===== src/rtl/pfd_pkg.sv =====
// Shared definitions for the phase-frequency detector controller.
// Assumes a 16-bit control word; the field positions are fixed here.
package pfd_pkg;

    localparam int WORD_W    = 16;
    localparam int SENSE_BIT = 12;
    localparam int STATE_LO  = 10;
    localparam int GAIN_LO   = 14;

    // Operating state, encoded as in word 0 bits 11:10
    typedef enum logic [1:0] {
        ST_RUN_QUIET = 2'b00,  // detector on, monitors off
        ST_RUN_MON   = 2'b01,  // detector on, monitors on
        ST_HANDOFF   = 2'b10,  // detector on until lock, monitors on
        ST_OFF       = 2'b11   // detector off, monitors on
    } det_state_t;

endpackage


===== src/rtl/pfd_regs.sv =====
// Control word decode for the detector controller.
// Holds polarity and operating state (address 0) and the gain code
// (address 1). Assumes the writer keeps wr_data stable while wr_en is high.
module pfd_regs
    import pfd_pkg::*;
(
    input  logic              clk,
    input  logic              rst_n,
    input  logic              wr_en,
    input  logic              wr_addr,
    input  logic [WORD_W-1:0] wr_data,
    output logic              sense_req,
    output det_state_t        det_state,
    output logic [1:0]        gain_code
);

    logic unused_bits;

    // Bits that no field decodes
    assign unused_bits = ^{wr_data[13], wr_data[STATE_LO-1:0]};

    // Address 0: polarity request and operating state
    always_ff @(posedge clk) begin
        if (!rst_n) begin
            sense_req <= 1'b0;
            det_state <= ST_RUN_QUIET;
        end else if (wr_en && !wr_addr) begin
            sense_req <= wr_data[SENSE_BIT];
            det_state <= det_state_t'(wr_data[STATE_LO +: 2]);
        end
    end

    // Address 1: charge-pump gain code
    always_ff @(posedge clk) begin
        if (!rst_n) begin
            gain_code <= 2'b00;
        end else if (wr_en && wr_addr) begin
            gain_code <= wr_data[GAIN_LO +: 2];
        end
    end

    a_r12_gain_kept: assert property (@(posedge clk) disable iff (!rst_n)
        (wr_en && !wr_addr) |=> $stable(gain_code));

    a_r12_ctrl_kept: assert property (@(posedge clk) disable iff (!rst_n)
        (wr_en && wr_addr) |=> ($stable(sense_req) && $stable(det_state)));

endmodule


===== src/rtl/pfd_core.sv =====
// Tri-state phase-frequency detector with a polarity swap.
// Finds rising edges of the two synchronous divided clocks. Sets an UP or DOWN
// flip-flop on each edge and clears both as soon as both would be set.
// A polarity change is applied only while both flip-flops are clear.
module pfd_core (
    input  logic clk,
    input  logic rst_n,
    input  logic fb_in,
    input  logic ref_in,
    input  logic sense_req,
    output logic up_raw,
    output logic dn_raw,
    output logic mon_fb_raw,
    output logic mon_ref_raw,
    output logic ref_rise,
    output logic pulse_active
);

    logic fb_q, ref_q, sense_act;
    logic up_ff, dn_ff;
    logic fb_rise, up_edge, dn_edge, up_nx, dn_nx;

    // Previous-cycle copies of the divided clocks
    always_ff @(posedge clk) begin
        if (!rst_n) begin
            fb_q  <= 1'b0;
            ref_q <= 1'b0;
        end else begin
            fb_q  <= fb_in;
            ref_q <= ref_in;
        end
    end

    // Edge detection, polarity routing and the AND-based clear
    always_comb begin
        fb_rise  = fb_in & ~fb_q;
        ref_rise = ref_in & ~ref_q;
        up_edge  = sense_act ? ref_rise : fb_rise;
        dn_edge  = sense_act ? fb_rise  : ref_rise;
        up_nx    = up_ff | up_edge;
        dn_nx    = dn_ff | dn_edge;
        if (up_nx && dn_nx) begin
            up_nx = 1'b0;
            dn_nx = 1'b0;
        end
    end

    // Detector flip-flops
    always_ff @(posedge clk) begin
        if (!rst_n) begin
            up_ff <= 1'b0;
            dn_ff <= 1'b0;
        end else begin
            up_ff <= up_nx;
            dn_ff <= dn_nx;
        end
    end

    // Polarity takes the requested value only while both flip-flops are idle
    always_ff @(posedge clk) begin
        if (!rst_n) begin
            sense_act <= 1'b0;
        end else if (!up_ff && !dn_ff) begin
            sense_act <= sense_req;
        end
    end

    // Outputs towards the gating stage and the lock monitor
    always_comb begin
        up_raw       = up_ff;
        dn_raw       = dn_ff;
        pulse_active = up_ff | dn_ff;
        mon_fb_raw   = sense_act ? ref_q : fb_q;
        mon_ref_raw  = sense_act ? fb_q  : ref_q;
    end

    a_r5_swap_only_idle: assert property (@(posedge clk) disable iff (!rst_n)
        (sense_act != $past(sense_act)) |-> (!$past(up_ff) && !$past(dn_ff)));

endmodule


===== src/rtl/pfd_lock.sv =====
// Lock monitor. Measures how long each pump pulse stays high and counts
// reference edges seen while no pulse has grown wide. Assumes ref_rise
// is a single-cycle strobe per reference period.
module pfd_lock #(
    parameter int WIDE_THR = 2,
    parameter int LOCK_N   = 16
) (
    input  logic clk,
    input  logic rst_n,
    input  logic pulse_active,
    input  logic ref_rise,
    output logic lock
);

    localparam int WW = $clog2(WIDE_THR + 2);
    localparam int CW = $clog2(LOCK_N + 1);
    localparam logic [WW-1:0] W_MAX    = WW'(WIDE_THR);
    localparam logic [CW-1:0] CNT_FULL = CW'(LOCK_N);

    logic [WW-1:0] width_q;
    logic [CW-1:0] good_q;
    logic          wide;

    // Pulse width counter, saturating at the threshold
    always_ff @(posedge clk) begin
        if (!rst_n) begin
            width_q <= '0;
        end else if (pulse_active) begin
            if (width_q < W_MAX) width_q <= width_q + 1'b1;
        end else begin
            width_q <= '0;
        end
    end

    // A pulse in its (WIDE_THR+1)th high cycle is wide
    assign wide = pulse_active && (width_q >= W_MAX);

    // Good-edge counter: cleared by a wide pulse, saturates at LOCK_N
    always_ff @(posedge clk) begin
        if (!rst_n) begin
            good_q <= '0;
        end else if (wide) begin
            good_q <= '0;
        end else if (ref_rise && (good_q != CNT_FULL)) begin
            good_q <= good_q + 1'b1;
        end
    end

    assign lock = (good_q == CNT_FULL);

    a_r11_wide_unlocks: assert property (@(posedge clk) disable iff (!rst_n)
        wide |=> !lock);

    a_r10_lock_on_edge: assert property (@(posedge clk) disable iff (!rst_n)
        $rose(lock) |-> $past(ref_rise));

endmodule


===== src/rtl/pfd_ctrl.sv =====
// Programmable phase-frequency detector controller, top level.
// Joins the register decode, the detector core and the lock monitor, and
// gates the pump and monitor outputs by the operating state.
// Assumes fb_in and ref_in are already synchronous to clk.
module pfd_ctrl
    import pfd_pkg::*;
#(
    parameter int WIDE_THR = 2,
    parameter int LOCK_N   = 16
) (
    input  logic              clk,
    input  logic              rst_n,
    input  logic              wr_en,
    input  logic              wr_addr,
    input  logic [WORD_W-1:0] wr_data,
    input  logic              fb_in,
    input  logic              ref_in,
    output logic              pump_up,
    output logic              pump_dn,
    output logic              mon_fb,
    output logic              mon_ref,
    output logic              lock,
    output logic [1:0]        gain_code
);

    logic       sense_req;
    det_state_t det_state;
    logic       up_raw, dn_raw, mon_fb_raw, mon_ref_raw;
    logic       ref_rise, pulse_active;
    logic       drive_en, mon_en;

    pfd_regs u_regs (
        .clk       (clk),
        .rst_n     (rst_n),
        .wr_en     (wr_en),
        .wr_addr   (wr_addr),
        .wr_data   (wr_data),
        .sense_req (sense_req),
        .det_state (det_state),
        .gain_code (gain_code)
    );

    pfd_core u_core (
        .clk          (clk),
        .rst_n        (rst_n),
        .fb_in        (fb_in),
        .ref_in       (ref_in),
        .sense_req    (sense_req),
        .up_raw       (up_raw),
        .dn_raw       (dn_raw),
        .mon_fb_raw   (mon_fb_raw),
        .mon_ref_raw  (mon_ref_raw),
        .ref_rise     (ref_rise),
        .pulse_active (pulse_active)
    );

    pfd_lock #(
        .WIDE_THR (WIDE_THR),
        .LOCK_N   (LOCK_N)
    ) u_lock (
        .clk          (clk),
        .rst_n        (rst_n),
        .pulse_active (pulse_active),
        .ref_rise     (ref_rise),
        .lock         (lock)
    );

    // Output gating by operating state
    always_comb begin
        unique case (det_state)
            ST_RUN_QUIET: begin drive_en = 1'b1;  mon_en = 1'b0; end
            ST_RUN_MON:   begin drive_en = 1'b1;  mon_en = 1'b1; end
            ST_HANDOFF:   begin drive_en = !lock; mon_en = 1'b1; end
            default:      begin drive_en = 1'b0;  mon_en = 1'b1; end
        endcase
        pump_up = up_raw & drive_en;
        pump_dn = dn_raw & drive_en;
        mon_fb  = mon_fb_raw & mon_en;
        mon_ref = mon_ref_raw & mon_en;
    end

    a_r8_off_quiet: assert property (@(posedge clk) disable iff (!rst_n)
        (det_state == ST_OFF) |-> (!pump_up && !pump_dn));

    a_r7_mon_quiet: assert property (@(posedge clk) disable iff (!rst_n)
        (det_state == ST_RUN_QUIET) |-> (!mon_fb && !mon_ref));

    a_r9_handoff_locked: assert property (@(posedge clk) disable iff (!rst_n)
        (det_state == ST_HANDOFF && lock) |-> (!pump_up && !pump_dn));

    a_r2_no_overlap: assert property (@(posedge clk) disable iff (!rst_n)
        !(pump_up && pump_dn));

endmodule


===== config.mk =====
export PLATFORM = sky130hd
export DESIGN_NAME = pfd_ctrl
export DESIGN_NICKNAME = d
export VERILOG_FILES = /design/src/rtl/pfd_pkg.sv /design/src/rtl/pfd_regs.sv /design/src/rtl/pfd_core.sv /design/src/rtl/pfd_lock.sv /design/src/rtl/pfd_ctrl.sv
export SDC_FILE = /design/constraint.sdc
export NUM_CORES = 1
export LEC_CHECK = 0
export BUFFER_PORTS_ARGS = -buffer_cell sky130_fd_sc_hd__buf_2
export CAP_MARGIN = 20
export CORE_MARGIN = 8
export CORE_UTILIZATION = 40
export CTS_BUF_LIST = sky130_fd_sc_hd__clkbuf_2 sky130_fd_sc_hd__clkbuf_4 sky130_fd_sc_hd__clkbuf_8
export CTS_CLUSTER_SIZE = 30
export DETAILED_ROUTE_END_ITERATION = 12
export PLACE_DENSITY = 0.75
export SLEW_MARGIN = 10
export SYNTH_ARGS = -nofsm -noshare
export SYNTH_HDL_FRONTEND = slang
export SYNTH_SLANG_ARGS = --single-unit

===== constraint.sdc =====
create_clock -name clk -period 1.7 [get_ports clk]
set_clock_uncertainty 0.1 [all_clocks]
set_input_delay 0.255 -clock clk [delete_from_list [all_inputs] [get_ports clk]]
set_output_delay 0.255 -clock clk [all_outputs]
set_load 0.005 [all_outputs]

==> results of run 1 <==
[kinds of logic (layout without fill, tap and decap cells)]
logic type	after synthesis	count (layout)	share of synthesized area, %
buffers and inverters	10	35	5.46
muxes	5	5	6.06
DFF	17	17	41.2
and+or+nand+nor	33	33	23.9
AOI/OAI and AO/OA	24	24	17.7
xor gates and xnor gates	1	1	1.06
adders and majority gates	3	3	4.55
[per-stage QoR]
step / util [%] / setup slack (ns)
finish: 52.4 / -0.0646
global route: 52.4 / -0.128
CTS: 52.0 / -0.0798
detailed placement: 48.3 / 0.0469
global placement: 48.3 / 0.0759
floorplan: - / 0.231
[synthesized netlist by cell type, types with 4 or more instances]
library cell	n
inv_1	7
nand2_1	4
nand3_1	5
nor2b_1	4
o211ai_1	4
a21oi_1	7
o21ai_0	7
nor2_1	6
dfxtp_1	17
and2_1	4
mux2i_1	5
[metal layers]
layer,wire length [µm],GRT usage [%],part of all wire [%],vias to the layer above
met5,0,0,0,-
met4,43,6.82,2.4,0
met3,103,3.34,5.8,5
met2,828,17.2,47,21
met1,792,11.7,45,326
li1,-,-,-,371
[flip-flops by register name, summed over array words and instances, names as in the netlist]
| register | count |
|---|---|
| u_lock.good_q | 5 |
| u_lock.width_q | 2 |
| u_regs.det_state | 2 |
| u_regs.gain_code | 2 |
| u_core.dn_raw | 1 |
| u_core.fb_q | 1 |
| u_core.ref_q | 1 |
| u_core.sense_act | 1 |
| u_core.up_raw | 1 |
| u_regs.sense_req | 1 |
[power by group through the flow]
stage,logic [W],clock network [W],registers (W)
after global placement,0.0000958,0,0.000441
final,0.000109,0.000233,0.000434
after CTS,0.000107,0.000247,0.000434
after floorplan,0.0000646,0,0.000438
after detailed placement,0.0000997,0,0.000442
after global routing,0.000123,0.000259,0.000437
[final cells by class]
class	instances	area [µm²]
tap	27	33.8
clock buffer	4	30.0
sequential	17	343
timing repair buffer	24	138
inverter	7	26.3
multi-input combinational	66	457
fill	187	935
[how the worst min path moves through the flow]
stage | start | to | cells after the start
after floorplan | fb_in | u_core.fb_q$_SDFF_PN0_ | 1
after global placement | u_regs.gain_code[1]$_SDFFE_PN0P_ | u_regs.gain_code[1]$_SDFFE_PN0P_ | 2
after detailed placement | u_regs.gain_code[0]$_SDFFE_PN0P_ | u_regs.gain_code[0]$_SDFFE_PN0P_ | 2
after CTS | fb_in | u_core.fb_q$_SDFF_PN0_ | 2
after global routing | fb_in | u_core.fb_q$_SDFF_PN0_ | 2
final | fb_in | u_core.fb_q$_SDFF_PN0_ | 2
[worst max-delay path, stage by stage, from the launching register on]
cell and delay [ns]:
dfxtp_2 0.33, inv_2 0.07, ha_4 0.12, nand4bb_1 0.15, inv_2 0.12, o21ai_2 0.06
and2_1 0.15, buf_2 0.12
[what timing repair did]
action	in CTS	in global routing
setup endpoints to repair	2	3
pin swaps	3	1
setup buffers	3	1
resized for setup	9	0
==> impl_results.rst, run 1 <==
.. list-table::
   :header-rows: 1

   * - Metric
     - Value
   * - Growth of design area from synthesis to finish
     - 24.4%
   * - Worst IR Drop VDD
     - 0.581 mV
   * - Pin slew with the least headroom to its limit
     - 0.239 ns
   * - Terminus of the critical flop-to-flop path
     - u_lock.good_q[1]$_SDFFE_PP0P_
   * - Hold bufs inserted after CTS
     - 0
   * - Number of buffers inserted during clock tree synthesis
     - 3
   * - Worst setup slack after layout
     - -0.0646 ns
   * - Antenna-violating nets left
     - 0
   * - Sequential share of the synthesized area
     - 41.2%
   * - Capture point of the critical path
     - pump_dn
   * - Leakage
     - 0.427 nW
   * - Vias in the first global route
     - 723
   * - Number of nets in the layout
     - 144
   * - Unrepaired setup endpoints after global routing
     - yes
   * - Root Driver
     - clkbuf_4
   * - Kind of end point of the critical path
     - primary output
   * - Worst reg-to-reg setup slack
     - 0.36 ns
   * - Ranking of synthesized cells by area
     - dfxtp_1, mux2i_1, ha_1, a21oi_1, o21ai_0
   * - Top cell type's share of synthesized area
     - 41.2%
   * - Mean routed wirelength per cell
     - 12.2 µm
   * - Max clock buf depth
     - 2
   * - Sort of element at the start of the critical path
     - flip-flop
   * - Number of vias in the routed layout
     - 723
   * - Post-detailed-placement cell area
     - 948 µm²
   * - Total Die Area
     - 3770 µm²
   * - Final Total Pwr
     - 0.000777 W
   * - H-Tree Level Count
     - 1
   * - Worst slack on hold paths
     - 0.0879 ns
   * - Final setup violating endpoints
     - 2
   * - Final cell area excluding filler cells
     - 1030 µm²
   * - Initial antenna violation count
     - 0
   * - Clock-pin slew on the worst setup and hold paths
     - 0.10 ns
   * - Fraction of final layout cells sized beyond drive strength 1
     - 33.1%
   * - Count of cells along the worst register-to-register path
     - 7
   * - Cell type with the highest aggregate area in the netlist
     - dfxtp_1
   * - Library cells used by synthesis
     - 27
   * - Kind of critical path
     - reg2out
   * - Post-synth net total
     - 118
   * - Net Sw Frac
     - 25.0%
   * - Reg-to-reg critical path startpoint
     - u_lock.good_q[0]$_SDFFE_PP0P_
   * - Per-instance average area after synthesis
     - 8.88 µm²
   * - Worst setup path start
     - u_lock.good_q[0]$_SDFFE_PP0P_
   * - Number of sinks on the clock net
     - 17
   * - Length of the first detailed-routing pass in iterations
     - 5
   * - Half-perimeter wire length after detailed placement
     - 1.28 mm
   * - Number of placed instances, taps included
     - 137
   * - Total detailed-routing wirelength
     - 1.77 mm
   * - Routability congestion estimate
     - 0.749
   * - Total DRC errors in the routed layout
     - 0
   * - YS warnings
     - 0
   * - Critical path fanouts, max
     - 2
   * - Number of port buffers
     - 17
   * - Final sum of negative setup slack
     - -0.110 ns
   * - Most common library cell in the layout ignoring fill and taps
     - buf_2
   * - Time the final worst path needs with I/O delays and setup
     - 1.76 ns
   * - Overflow after GRT
     - 0
   * - Status
     - finished, violations left
   * - Starting density of the core
     - 42.1%
   * - Sequential fraction of design power
     - 56.0%
   * - Clock latency on the worst-skew pair
     - 0.29 ns
   * - Critical path required time
     - 1.34 ns
   * - Combinational fraction of design power
     - 14.0%
   * - Fraction of synthesis flops using an asynchronous set or reset pin
     - 0%
   * - Number of violations reported at the end of detailed-routing iteration 0
     - 14
   * - Core area
     - 1960 µm²
   * - Synthesized instance count
     - 93
   * - Clock tree from TritonCTS
     - built
   * - Pin count of the biggest net entering global routing
     - 13
   * - Via density per instance
     - 4.99
   * - Post-synth top flop
     - dfxtp_1
   * - Power spent charging and discharging nets
     - 0.000194 W
   * - Most frequent cells in the layout
     - buf_2, dfxtp_1, a21oi_1, buf_4
   * - Count of inserted antenna diode cells
     - 0
   * - Area of the mapped netlist
     - 826 µm²
   * - Max-slew violation count
     - 0
   * - Count of maximum capacitance violations
     - 0
   * - Highest attainable clock frequency
     - 567 MHz
   * - #FFs+latches synth
     - 17
   * - Period Utilization, post-route
     - 104%
   * - Int Power
     - 0.000582 W
   * - GR Util All Layers
     - 10.6%
   * - Part of the power in the clock network
     - 30.1%
   * - Normalized max-slew margin
     - 84.1%
   * - Data arrival, critical path
     - 1.41 ns
   * - Violations in the final reports
     - negative setup slack
   * - Power density over cell area
     - 756 nW/µm²
   * - Path class of the lowest-slack min-delay path
     - in2reg
   * - First-pass GRT wire length
     - 2.97 mm
   * - Die X-Extent
     - 61.4 µm
   * - Hold violation total from the final report
     - 0
   * - Post-route insts no fill
     - 145
   * - Number of placement rows
     - 16
   * - Die height
     - 61.4 µm
   * - Number of I/O pins
     - 29
   * - Post-synth EDFFs
     - 0
(Power assumes the default switching activity.)
==> run 2, diff against run 1 <==
--- a/config.mk
+++ b/config.mk
@@ -13,6 +13,7 @@
 export CTS_CLUSTER_SIZE = 30
 export DETAILED_ROUTE_END_ITERATION = 12
 export PLACE_DENSITY = 0.75
+export SETUP_SLACK_MARGIN = 0.5
 export SLEW_MARGIN = 10
 export SYNTH_ARGS = -nofsm -noshare
 export SYNTH_HDL_FRONTEND = slang
==> impl_results.rst, run 2 (synthesized netlist as in run 1, its figures left out) <==
.. list-table::
   :header-rows: 1

   * - Metric
     - Value
   * - Area occupied by multi-input gates
     - 541 µm²
   * - Total detailed-routing wirelength
     - 2.03 mm
   * - Initial antenna violation count
     - 0
   * - Final cell area excluding filler cells
     - 1170 µm²
   * - Number of port buffers
     - 17
   * - Chain of cells forming the critical path
     - inv_2, ha_4, nand4bb_1, inv_2, o21ai_2, and2_1, buf_2
   * - Number of flip-flops in the largest register
     - 5
   * - Post-detailed-placement cell area
     - 946 µm²
   * - Final setup violating endpoints
     - 3
   * - Sort of element at the start of the critical path
     - flip-flop
   * - Capture point of the critical path
     - pump_up
   * - Length of the first detailed-routing pass in iterations
     - 3
   * - Max-slew violation count
     - 0
   * - Layout fillers
     - 183
   * - Number of I/O pins
     - 29
   * - Normalized max-slew margin
     - 84.2%
   * - Leakage
     - 0.467 nW
   * - Number of sinks on the clock net
     - 17
   * - Total DRC errors in the routed layout
     - 0
   * - Path class of the lowest-slack min-delay path
     - in2reg
   * - Count of inserted antenna diode cells
     - 0
   * - Top cell by count, worst path
     - inv_2
   * - Hold violation total from the final report
     - 0
   * - Critical path fanouts, max
     - 2
   * - Number of placement rows
     - 16
   * - Die height
     - 61.4 µm
   * - Terminus of the critical flop-to-flop path
     - u_lock.good_q[0]$_SDFFE_PP0P_
   * - Number of buffers inserted during clock tree synthesis
     - 3
   * - Top reg by flops
     - u_lock.good_q
   * - Max clock buf depth
     - 2
   * - Die X-Extent
     - 61.4 µm
   * - Time the final worst path needs with I/O delays and setup
     - 1.76 ns
   * - Overflow after GRT
     - 0
   * - Data arrival, critical path
     - 1.40 ns
   * - Half-perimeter wire length after detailed placement
     - 1.23 mm
   * - Pin count of the biggest net entering global routing
     - 13
   * - Via density per instance
     - 5.15
   * - Violations in the final reports
     - negative setup slack
   * - Total Die Area
     - 3770 µm²
   * - H-Tree Level Count
     - 1
   * - FF+latch area
     - 350 µm²
   * - Growth of design area from synthesis to finish
     - 41.7%
   * - Number of buffers and inverters on the critical path
     - 3
   * - Count of cells along the worst register-to-register path
     - 9
   * - Worst IR Drop VDD
     - 0.550 mV
   * - CP Depth
     - 7
   * - GR Util All Layers
     - 11.5%
   * - Critical path required time
     - 1.34 ns
   * - Kind of end point of the critical path
     - primary output
   * - Most frequent cells in the layout
     - buf_2, dfxtp_1, buf_4
   * - Hold bufs inserted after CTS
     - 0
   * - Worst setup path start
     - u_lock.good_q[1]$_SDFFE_PP0P_
   * - Delay of the slowest cell on the worst path
     - 0.36 ns
   * - Kind of critical path
     - reg2out
   * - Gate family responsible for the most delay along the worst path
     - flip-flops
   * - Starting density of the core
     - 42.1%
   * - Routability congestion estimate
     - 0.791
   * - Vias in the first global route
     - 754
   * - Critical-path top delay cell
     - dfxtp_2
   * - Number of violations reported at the end of detailed-routing iteration 0
     - 11
   * - Pin slew with the least headroom to its limit
     - 0.234 ns
   * - Final sum of negative setup slack
     - -0.153 ns
   * - Fraction of final layout cells sized beyond drive strength 1
     - 50.4%
   * - Worst setup slack after layout
     - -0.0558 ns
   * - Clock latency on the worst-skew pair
     - 0.29 ns
   * - Highest attainable clock frequency
     - 570 MHz
   * - Count of maximum capacitance violations
     - 0
   * - Status
     - finished, violations left
   * - Period Utilization, post-route
     - 103%
   * - Number of placed instances, taps included
     - 136
   * - Number of vias in the routed layout
     - 773
   * - Worst reg-to-reg setup slack
     - 0.22 ns
   * - Post-route insts no fill
     - 150
   * - Power density over cell area
     - 685 nW/µm²
   * - Clock-pin slew on the worst setup and hold paths
     - 0.10 ns
   * - Antenna-violating nets left
     - 0
   * - Core area
     - 1960 µm²
   * - Most common library cell in the layout ignoring fill and taps
     - buf_2
   * - Root Driver
     - clkbuf_4
   * - Clock tree from TritonCTS
     - built
   * - Mean routed wirelength per cell
     - 13.5 µm
   * - Unrepaired setup endpoints after global routing
     - yes
   * - Reg-to-reg critical path startpoint
     - u_lock.good_q[1]$_SDFFE_PP0P_
   * - First-pass GRT wire length
     - 3.21 mm
   * - Number of nets in the layout
     - 149
## run 2: changes by cell type in the layout (fill, tap and decap cells not counted), moves of 3 or more
cell	change
a21oi_1	-3
a21oi_2	+3
dfxtp_1	-4
dfxtp_2	+3
o21ai_0	-3
buf_4	+3
buf_6	+3
## run 2: area by class of cell
type | count | area share (%)
multi-input combinational | 66 | 46.2
inverter | 7 | 2.25
clock buffer | 4 | 2.57
tap | 27 | 2.89
timing repair buffer | 29 | 16.1
sequential | 17 | 29.9
## run 2: through the flow
step	total power [W]	utilization [%]	setup WS (ns)	hold WS, ns
finish	0.000801	59.6	-0.0558	0.0967
global placement	0.000535	48.2	0.225	0.348
global route	0.000847	59.6	-0.153	0.0876
detailed placement	0.000539	48.2	0.200	0.359
floorplan	0.000505	-	0.338	0.282
CTS	0.000788	53.8	-0.0524	0.0824
## run 2: repair_timing
action	4_1_cts	5_1_grt
setup endpoints to repair	8	10
buffers inserted	5	5
gates cloned	0	0
pin swaps	6	1
resized for setup	16	15
## run 2: worst min-delay path by stage
stage	startpoint	endpoint	cells after the start
after floorplan	fb_in	u_core.fb_q$_SDFF_PN0_	1
after global placement	u_regs.gain_code[0]$_SDFFE_PN0P_	u_regs.gain_code[0]$_SDFFE_PN0P_	2
after detailed placement	u_regs.gain_code[1]$_SDFFE_PN0P_	u_regs.gain_code[1]$_SDFFE_PN0P_	2
after CTS	fb_in	u_core.fb_q$_SDFF_PN0_	2
after global routing	fb_in	u_core.fb_q$_SDFF_PN0_	2
final	fb_in	u_core.fb_q$_SDFF_PN0_	2
## run 2: worst reg2reg max path: stages, from the launching register on
cell and delay (ns):
dfxtp_2 0.36, inv_2 0.05, ha_4 0.15, nand4bb_1 0.13, inv_2 0.07, buf_4 0.13
buf_6 0.12, buf_4 0.13, o21ai_2 0.09, a21oi_1 0.07
## run 2: power by group
part	total (W)	leakage, nW	internal [W]	switching (W)
logic	0.000131	0.307	0.0000665	0.0000644
registers	0.000435	0.142	0.000417	0.0000181
clock network	0.000236	0.0184	0.000107	0.000129
## run 2: per-layer routing
| layer | up-vias | track usage, % | share of wire (%) |
|---|---|---|---|
| met5 | - | 0 | 0 |
| met2 | 23 | 16.7 | 48 |
| met4 | 0 | 7.14 | 3.2 |
| met1 | 356 | 14.4 | 46 |
| met3 | 9 | 3.55 | 3.2 |
| li1 | 385 | - | - |
==> run 3, diff against run 2 <==
==> constraint.sdc (replaced) <==
create_clock -name clk -period 1.68 [get_ports clk]
set_clock_uncertainty 0.1 [all_clocks]
set_input_delay 0.252 -clock clk [delete_from_list [all_inputs] [get_ports clk]]
set_output_delay 0.252 -clock clk [all_outputs]
set_load 0.005 [all_outputs]
==> impl_results.rst, run 3 (synthesized netlist as in run 1, its figures left out) <==
.. list-table::
   :header-rows: 1

   * - Metric
     - Value
   * - Status
     - finished, violations left
   * - Violations in the final reports
     - negative setup slack
   * - Number of violations reported at the end of detailed-routing iteration 0
     - 11
   * - Initial antenna violation count
     - 0
   * - Antenna-violating nets left
     - 0
   * - Leakage
     - 0.468 nW
   * - Part of the power in the clock network
     - 29.2%
   * - Growth of design area from synthesis to finish
     - 42.4%
   * - Root Driver
     - clkbuf_4
   * - Final Total Pwr
     - 0.000808 W
   * - Time the final worst path needs with I/O delays and setup
     - 1.75 ns
   * - FF+latch area
     - 353 µm²
   * - Count of inserted antenna diode cells
     - 0
   * - Top reg by flops
     - u_lock.good_q
   * - Overflow after GRT
     - 0
   * - Clock tree from TritonCTS
     - built
   * - Net Sw Frac
     - 26.0%
   * - Period Utilization, post-route
     - 104%
   * - Combinational fraction of design power
     - 16.5%
   * - Area occupied by multi-input gates
     - 541 µm²
   * - Kind of end point of the critical path
     - primary output
   * - Max clock buf depth
     - 2
   * - Highest attainable clock frequency
     - 572 MHz
   * - Number of vias in the routed layout
     - 762
   * - Path class of the lowest-slack min-delay path
     - in2reg
   * - Critical path fanouts, max
     - 2
   * - Final cell area excluding filler cells
     - 1180 µm²
   * - Via density per instance
     - 5.08
   * - Kind of critical path
     - reg2out
   * - Number of port buffers
     - 17
   * - Pin count of the biggest net entering global routing
     - 13
   * - Final setup violating endpoints
     - 3
   * - Normalized max-slew margin
     - 84.4%
   * - Worst setup slack after layout
     - -0.0676 ns
   * - Clock latency on the worst-skew pair
     - 0.29 ns
   * - Post-detailed-placement cell area
     - 946 µm²
   * - Power density over cell area
     - 687 nW/µm²
   * - Die X-Extent
     - 61.4 µm
   * - Int Power
     - 0.000597 W
   * - Number of sinks on the clock net
     - 17
   * - Most frequent cells in the layout
     - buf_2, dfxtp_1, buf_4
   * - Core area
     - 1960 µm²
   * - GR Util All Layers
     - 11.4%
   * - Half-perimeter wire length after detailed placement
     - 1.23 mm
   * - Clock-pin slew on the worst setup and hold paths
     - 0.10 ns
   * - Worst IR Drop VDD
     - 0.551 mV
   * - Fraction of final layout cells sized beyond drive strength 1
     - 50.4%
   * - Total detailed-routing wirelength
     - 1.99 mm
   * - Sequential fraction of design power
     - 54.3%
   * - First-pass GRT wire length
     - 3.24 mm
   * - Most common library cell in the layout ignoring fill and taps
     - buf_2
   * - Data arrival, critical path
     - 1.40 ns
   * - Hold violation total from the final report
     - 0
   * - Total Die Area
     - 3770 µm²
   * - Critical path required time
     - 1.33 ns
   * - Starting density of the core
     - 42.1%
   * - Pin slew with the least headroom to its limit
     - 0.232 ns
   * - Post-route insts no fill
     - 150
   * - Vias in the first global route
     - 761
   * - Routability congestion estimate
     - 0.791
   * - Max-slew violation count
     - 0
   * - Mean routed wirelength per cell
     - 13.2 µm
   * - Number of flip-flops in the largest register
     - 5
   * - Unrepaired setup endpoints after global routing
     - yes
   * - Die height
     - 61.4 µm
   * - Power spent charging and discharging nets
     - 0.000210 W
   * - Number of placement rows
     - 16
   * - Total DRC errors in the routed layout
     - 0
   * - Number of placed instances, taps included
     - 136
   * - Count of maximum capacitance violations
     - 0
   * - Number of I/O pins
     - 29
   * - Number of nets in the layout
     - 149
   * - Length of the first detailed-routing pass in iterations
     - 2
   * - H-Tree Level Count
     - 1
   * - Sort of element at the start of the critical path
     - flip-flop
   * - Number of buffers inserted during clock tree synthesis
     - 3
   * - Layout fillers
     - 179
-- run 3: cell counts in the layout (fill, tap and decap cells not counted) --
No cell type changed its count.
-- run 3: area by class of cell --
cell class | count | area share, %
multi-input combinational | 66 | 46.0
sequential | 17 | 30.0
timing repair buffer | 29 | 16.4
tap | 27 | 2.87
clock buffer | 4 | 2.55
inverter | 7 | 2.23
-- run 3: path summary, 6_finish.rpt --
check	to	start	depth (start not counted)	slack, ns
worst max-delay path	pump_up	u_lock.good_q[1]$_SDFFE_PP0P_	7	-0.07
worst min-delay path	u_core.fb_q$_SDFF_PN0_	fb_in	2	0.09
worst min register to register	u_core.sense_act$_SDFFE_PN0N_	u_regs.sense_req$_SDFFE_PN0P_	2	0.37
worst max register to register	u_lock.good_q[0]$_SDFFE_PP0P_	u_lock.good_q[1]$_SDFFE_PP0P_	9	0.19
-- run 3: metal layers --
metal | GRT usage, % | up-vias | share of wire [%]
met5 | 0 | - | 0
met4 | 6.82 | 0 | 3.0
li1 | - | 382 | -
met3 | 2.30 | 8 | 3.1
met1 | 14.4 | 351 | 45
met2 | 17.5 | 21 | 49
-- run 3: timing repair --
| item | CTS | global route |
|---|---|---|
| hold buffers | 0 | 0 |
| gates resized for setup | 18 | 15 |
| setup endpoints to repair | 10 | 11 |
| buffers inserted | 6 | 4 |
| pin swaps | 6 | 2 |
-- run 3: worst max-delay path, cell delays in order, from the launching register on --
cell and delay, ns:
dfxtp_2 0.36, inv_2 0.05, ha_4 0.15, nand4bb_1 0.12
inv_2 0.06, o21ai_2 0.12, and2_1 0.13, buf_2 0.11
-- run 3: power by group through the flow --
| stage | Clock (W) | Sequential [W] | Combinational, W |
|---|---|---|---|
| 2_1_floorplan | 0 | 0.000445 | 0.0000660 |
| 3_3_place_gp | 0 | 0.000449 | 0.0000922 |
| 3_5_place_dp | 0 | 0.000450 | 0.0000954 |
| 4_1_cts | 0.000245 | 0.000437 | 0.000117 |
| 5_1_grt | 0.000261 | 0.000442 | 0.000148 |
| 6_report | 0.000236 | 0.000438 | 0.000133 |
-- run 3: stage by stage --
| stage | hold WS [ns] | utilization, % | TNS (ns) | worst slack, ns |
|---|---|---|---|---|
| floorplan | 0.279 | - | 0 | 0.321 |
| global placement | 0.348 | 48.2 | 0 | 0.208 |
| detailed placement | 0.359 | 48.2 | 0 | 0.183 |
| CTS | 0.0794 | 54.4 | -0.129 | -0.0693 |
| global route | 0.0958 | 59.9 | -0.430 | -0.160 |
| finish | 0.0919 | 59.9 | -0.190 | -0.0676 |
